--- src/rtl/ew_sat_pkg.sv ---
package ew_sat_pkg;

    typedef enum logic [1:0] {
        SAT_NONE     = 2'd0,
        SAT_SIGNED   = 2'd1,
        SAT_UNSIGNED = 2'd2,
        SAT_RSVD     = 2'd3
    } sat_mode_e;

    localparam int FLAG_LT = 3;
    localparam int FLAG_GT = 2;
    localparam int FLAG_EQ = 1;
    localparam int FLAG_SO = 0;
    localparam int FLAG_W  = 4;

endpackage

--- src/rtl/ew_sum_exact.sv ---
module ew_sum_exact #(
    parameter int LW = 8
) (
    input  logic [LW-1:0] a,
    input  logic [LW-1:0] b,
    input  logic          cin,
    input  logic          op_signed,
    output logic [LW+1:0] exact,
    output logic          cout
);
    logic [LW+1:0] a_ext;
    logic [LW+1:0] b_ext;
    logic [LW:0]   uns_sum;

    always_comb begin
        a_ext   = op_signed ? {{2{a[LW-1]}}, a} : {2'b00, a};
        b_ext   = op_signed ? {{2{b[LW-1]}}, b} : {2'b00, b};
        exact   = a_ext + b_ext + {{(LW+1){1'b0}}, cin};
        uns_sum = {1'b0, a} + {1'b0, b} + {{LW{1'b0}}, cin};
        cout    = uns_sum[LW];
    end
endmodule

--- src/rtl/ew_clamp.sv ---
module ew_clamp
    import ew_sat_pkg::*;
#(
    parameter int LW = 8
) (
    input  logic [LW+1:0] exact,
    input  logic          op_signed,
    input  logic [1:0]    sat_mode,
    output logic [LW-1:0] res,
    output logic          ovf
);
    localparam logic [LW-1:0] SMAX = {1'b0, {(LW-1){1'b1}}};
    localparam logic [LW-1:0] SMIN = {1'b1, {(LW-1){1'b0}}};
    localparam logic [LW-1:0] UMAX = {LW{1'b1}};

    logic [2:0] top3;
    logic       s_ok;
    logic       u_ok;
    logic       check_signed;
    logic       negative;

    always_comb begin
        top3         = exact[LW+1:LW-1];
        s_ok         = (top3 == 3'b000) || (top3 == 3'b111);
        u_ok         = (exact[LW+1:LW] == 2'b00);
        negative     = exact[LW+1];
        check_signed = (sat_mode == SAT_SIGNED) ||
                       ((sat_mode != SAT_UNSIGNED) && op_signed);
        ovf          = check_signed ? !s_ok : !u_ok;
        res          = exact[LW-1:0];
        if (sat_mode == SAT_SIGNED && !s_ok) begin
            res = negative ? SMIN : SMAX;
        end else if (sat_mode == SAT_UNSIGNED && !u_ok) begin
            res = negative ? '0 : UMAX;
        end
    end
endmodule

--- src/rtl/ew_cond_flags.sv ---
module ew_cond_flags #(
    parameter int XLEN     = 64,
    parameter int ELEM_MIN = 8,
    parameter int WSEL_W   = 2
) (
    input  logic [XLEN-1:0]   result,
    input  logic [WSEL_W-1:0] width_sel,
    input  logic              uns_view,
    output logic              lt,
    output logic              gt,
    output logic              eq
);
    localparam int IDX_W = $clog2(XLEN);

    logic [IDX_W-1:0] msb_idx;
    logic             neg;

    always_comb begin
        msb_idx = IDX_W'((ELEM_MIN << width_sel) - 1);
        neg     = !uns_view && result[msb_idx];
        eq      = (result == '0);
        lt      = neg;
        gt      = !neg && !eq;
    end
endmodule

--- src/rtl/ew_sat_adder.sv ---
module ew_sat_adder
    import ew_sat_pkg::*;
#(
    parameter int ELEM_MIN   = 8,
    parameter int NUM_WIDTHS = 4,
    parameter int XLEN       = ELEM_MIN << (NUM_WIDTHS - 1),
    parameter int WSEL_W     = $clog2(NUM_WIDTHS)
) (
    input  logic              clk,
    input  logic              rst_n,
    input  logic              in_valid,
    input  logic [XLEN-1:0]   op_a,
    input  logic [XLEN-1:0]   op_b,
    input  logic              carry_in,
    input  logic [WSEL_W-1:0] width_sel,
    input  logic [1:0]        sat_mode,
    input  logic              op_signed,
    output logic              out_valid,
    output logic [XLEN-1:0]   out_result,
    output logic              carry_out,
    output logic [FLAG_W-1:0] cond_flags
);
    typedef struct packed {
        logic              valid;
        logic [XLEN-1:0]   result;
        logic              cout;
        logic [FLAG_W-1:0] cond;
    } out_s;

    out_s st_d;
    out_s st_q;

    logic [XLEN-1:0]       lane_res [NUM_WIDTHS];
    logic [NUM_WIDTHS-1:0] lane_cout;
    logic [NUM_WIDTHS-1:0] lane_ovf;

    for (genvar gi = 0; gi < NUM_WIDTHS; gi++) begin : g_lane
        localparam int LW = ELEM_MIN << gi;
        logic [LW+1:0] exact;
        logic [LW-1:0] res;

        ew_sum_exact #(.LW(LW)) u_sum (
            .a         (op_a[LW-1:0]),
            .b         (op_b[LW-1:0]),
            .cin       (carry_in),
            .op_signed (op_signed),
            .exact     (exact),
            .cout      (lane_cout[gi])
        );

        ew_clamp #(.LW(LW)) u_clamp (
            .exact     (exact),
            .op_signed (op_signed),
            .sat_mode  (sat_mode),
            .res       (res),
            .ovf       (lane_ovf[gi])
        );

        assign lane_res[gi] = XLEN'(res);
    end

    logic [XLEN-1:0] sel_res;
    logic            uns_view;
    logic            f_lt;
    logic            f_gt;
    logic            f_eq;

    assign sel_res  = lane_res[width_sel];
    assign uns_view = (sat_mode == SAT_UNSIGNED) ||
                      ((sat_mode != SAT_SIGNED) && !op_signed);

    ew_cond_flags #(
        .XLEN     (XLEN),
        .ELEM_MIN (ELEM_MIN),
        .WSEL_W   (WSEL_W)
    ) u_flags (
        .result    (sel_res),
        .width_sel (width_sel),
        .uns_view  (uns_view),
        .lt        (f_lt),
        .gt        (f_gt),
        .eq        (f_eq)
    );

    always_comb begin
        st_d       = st_q;
        st_d.valid = in_valid;
        if (in_valid) begin
            st_d.result           = sel_res;
            st_d.cout             = lane_cout[width_sel];
            st_d.cond             = '0;
            st_d.cond[FLAG_LT]    = f_lt;
            st_d.cond[FLAG_GT]    = f_gt;
            st_d.cond[FLAG_EQ]    = f_eq;
            st_d.cond[FLAG_SO]    = lane_ovf[width_sel];
        end
    end

    always_ff @(posedge clk) begin
        if (!rst_n) begin
            st_q <= '0;
        end else begin
            st_q <= st_d;
        end
    end

    assign out_valid  = st_q.valid;
    assign out_result = st_q.result;
    assign carry_out  = st_q.cout;
    assign cond_flags = st_q.cond;

endmodule

--- config.mk ---
export PLATFORM = sky130hd
export DESIGN_NAME = ew_sat_adder
export DESIGN_NICKNAME = d
export VERILOG_FILES = /design/src/rtl/ew_sat_pkg.sv /design/src/rtl/ew_sum_exact.sv /design/src/rtl/ew_clamp.sv /design/src/rtl/ew_cond_flags.sv /design/src/rtl/ew_sat_adder.sv
export SDC_FILE = /design/constraint.sdc
export NUM_CORES = 1
export LEC_CHECK = 0
export CAP_MARGIN = 20
export CORE_AREA = 2 2 211 213
export CTS_CLUSTER_SIZE = 10
export DETAILED_ROUTE_END_ITERATION = 7
export DIE_AREA = 0 0 213 215
export GPL_ROUTABILITY_DRIVEN = 1
export SYNTH_ARGS = -nofsm -noshare
export SYNTH_HDL_FRONTEND = slang
export SYNTH_HIERARCHICAL = 1
export SYNTH_SLANG_ARGS = --single-unit
--- constraint.sdc ---
create_clock -name clk -period 7.45 [get_ports clk]
set_clock_uncertainty 0.15 [all_clocks]
set_input_delay 1.49 -clock clk [delete_from_list [all_inputs] [get_ports clk]]
set_output_delay 1.49 -clock clk [all_outputs]
set_load 0.005 [all_outputs]
==> impl_metrics.ini <==
[layout]
fin_area_um2 = 20000
regArea_um2 = 1400
antenna_cells = 0
layout_common_cells = nand2b_1 (242), nor2b_1 (217), nand2_1 (209)
multi_input_area_um2 = 14100
area.growth.synth_to_final_pct = 22.0
final_common_cell = nand2b_1
drive_gt1_share_pct = 10.3
layout.nets = 2757
utilization_pct = 45.9
final-instance-count-excl-fill = 3089
fillers = 4368

[place]
placed_area_um2 = 19700
pre_cts_ws_ns = -0.0982
hpwl_um = 47700
port-buffer-count = 206
dp.cells = 3073
globalplace.congestion = 0.962

[synth]
yosysSeqAreaShare_pct = 8.53
synth.area.mux_share_pct = 5.93
yosysWarnings = 6
async_reset_ff_share_pct = 0
synth.cell_area_um2 = 16400
synthSimpleGateAreaFrac_pct = 36.3
synth_edf_count = 0
synth_xor_area_share_pct = 5.39
syn-num-nets = 2550
synth_cell_types = 97
synth_compound_area_share_pct = 27.2
synth_top_family_by_area = simple AND/OR/NAND/NOR gates
synthAdderAreaFrac_pct = 10.1
ys.flop_type = dfxtp_1
synth.avg_cell_area_um2 = 7.19
synth_cells = 2285
synth_seq_cells = 70

[die]
die-area_um2 = 45800
coreArea_um2 = 43600
initial_utilization_pct = 37.6
die_w_um = 213
rows = 77
io_pins = 207
fp.dieH_um = 215

[power]
power_mw = 3.06
p_leak_nw = 8.32
power.density_nw_per_um2 = 153
vdd_drop_max_mv = 0.146

[flow_run]
drv_cap = 0

[drt]
drc = 0
wl_um = 59900
viasPerCell = 5.81
wl_met3_um = 3340
dr.pass1.iters = 5
wl_met1_um = 28200
num_vias = 17900
top_layer_used = met4
wl_per_cell_um = 19.4
ant_nets = 0
drt_iter0_markers = 1655
wl_met2_um = 26100

[worst_setup_path]
setup.worst_path.end_class = flop
worstReg2RegStart = out_result[31]
r2r_slack_ns = 6.44
cp.required_ns = 7.53
crit_type = input port to flop
cp.arrival_ns = 7.16
regToRegEndpoint = out_result[31]
start_kind = input port
r2r_cells = 2
critPathMaxFanout = 9

[timing]
finalHoldViolations = 0
fin_crit_sh_pct = 95.0
setup-violations-final = 0
rsz0062_at_grt = false
fmax_mhz = 141
setup_tns_ns = 0
slew_headroom_pct = 31.4
timing.final.ws_setup_ns = 0.374
hold_slack_ns = 0.362
worst_pin_slew_ns = 1.03
min_period_ns = 7.08
slew_violations = 0

[clock_network]
cts_max_level = 3
cts_tree = done
cts_root_buf = clkbuf_16
clk_pin_slew_ns = 0.07
max-clock-path-buffers = 2
cts_sinks = 70
cts_setup_buffers = 0
cts_buffers = 9
clock_latency_ns = 0.33

[grt]
antenna_found_initial = 1
track_usage_pct = 25.4
grt_max_degree = 159
grt_overflow = 0
grt_first_pass_wirelength_um = 93300
grt_pass1_vias = 16800

[worst_hold_path]
hold_path_end = out_result[62]
min_path_type = flop to flop
min_path_cells = 2
hold_start = out_result[62]

[outcome]
outcome = completed
-- cell families (layout without fill, tap and decap cells) --
logic type,Yosys count,after routing
buffers and inverters,218,430
flip-flops,70,70
multiplexers,80,80
adder cells (fa/ha/maj),128,128
XOR/XNOR,101,101
AO/OA/AOI/OAI,619,619
AND/OR/NAND/NOR,1069,1069
-- routing by layer --
metal	track usage, %	vias to the layer above
met5	0	-
met4	8.88	0
met3	2.66	99
met2	39.6	573
met1	36.0	8507
li1	-	8754
-- critical path: stages --
cell             delay (ns)
clkdlybuf4s50_1        0.51
fa_1                   0.22
inv_1                  0.06
fa_1                   0.42
nor2b_1                0.17
o31a_1                 0.21
o31ai_4                0.09
o2111ai_1              0.27
nand4_1                0.24
a31oi_2                0.30
nor3_4                 0.09
o311ai_0               0.34
o311ai_1               0.17
buf_4                  0.19
nor2_1                 0.19
nor3_4                 0.13
buf_4                  0.16
o31a_1                 0.29
mux4_2                 0.49
nor4_1                 0.32
nand4_1                0.19
nor4_2                 0.33
nor2_1                 0.07
mux2i_1                0.14
nor2b_1                0.06
-- cell usage after synthesis, drive strengths merged (12+ instances only) --
library cell	number	area share, %
buf	76	3.2
and2	15	0.59
o21ai	88	2.8
nand3	31	0.94
a22o	16	0.85
a21o	65	3.0
a31oi	19	0.72
nand2b	242	9.2
ha	120	9.1
o31a	120	6.4
nand2	210	4.8
xor2	41	2.2
inv	53	1.2
nor3	28	0.98
o211ai	17	0.81
dfxtp	70	8.5
nor2	83	1.9
and3	49	1.9
clkbuf	88	2.0
nand4	140	5.3
nor2b	218	8.3
o21a	23	1.1
mux2i	61	3.7
xnor2	60	3.2
o21bai	23	1.1
a22oi	12	0.70
a211oi	21	1.1
nor4	22	0.91
a21oi	144	4.5
-- worst max-delay path by stage --
| stage | depth (start not counted) | end | slack, ns | start |
|---|---|---|---|---|
| 2_1_floorplan | 23 | cond_flags[2] | 1.16 | op_a[0] |
| 3_3_place_gp | 28 | cond_flags[2] | 0.02 | op_a[0] |
| 3_5_place_dp | 28 | cond_flags[2] | -0.1 | op_a[0] |
| 4_1_cts | 28 | cond_flags[2] | 0.26 | op_a[0] |
| 5_1_grt | 26 | cond_flags[2] | 0.02 | op_a[0] |
| 6_report | 25 | cond_flags[2] | 0.37 | op_a[0] |
-- flip-flops by register name, indices dropped and copies added, names as in the netlist --
signal      count
carry_out       1
cond_flags      4
out_result     64
out_valid       1
-- where the power goes --
| part | total, mW | leakage (nW) | switching [mW] | internal, mW |
|---|---|---|---|---|
| Combinational | 2.15 | 7.59 | 1.18 | 0.972 |
| Sequential | 0.428 | 0.574 | 0.0235 | 0.404 |
| Clock | 0.481 | 0.158 | 0.183 | 0.298 |
-- cell type report --
type | count | area share (%)
repair buffers | 360 | 16.5
clock inverters | 7 | 0.525
clock buffers | 9 | 1.12
multi-input cells | 1997 | 70.1
flip-flops and latches | 70 | 6.99
inverters | 54 | 1.01
well taps | 592 | 3.70
-- repair_timing --
item / 4_1_cts / 5_1_grt
resized for setup: 0 / 8
hold buffers: 0 / 0
endpoints found under the setup margin: 0 / 2
Power figures use the tool's default switching activity.
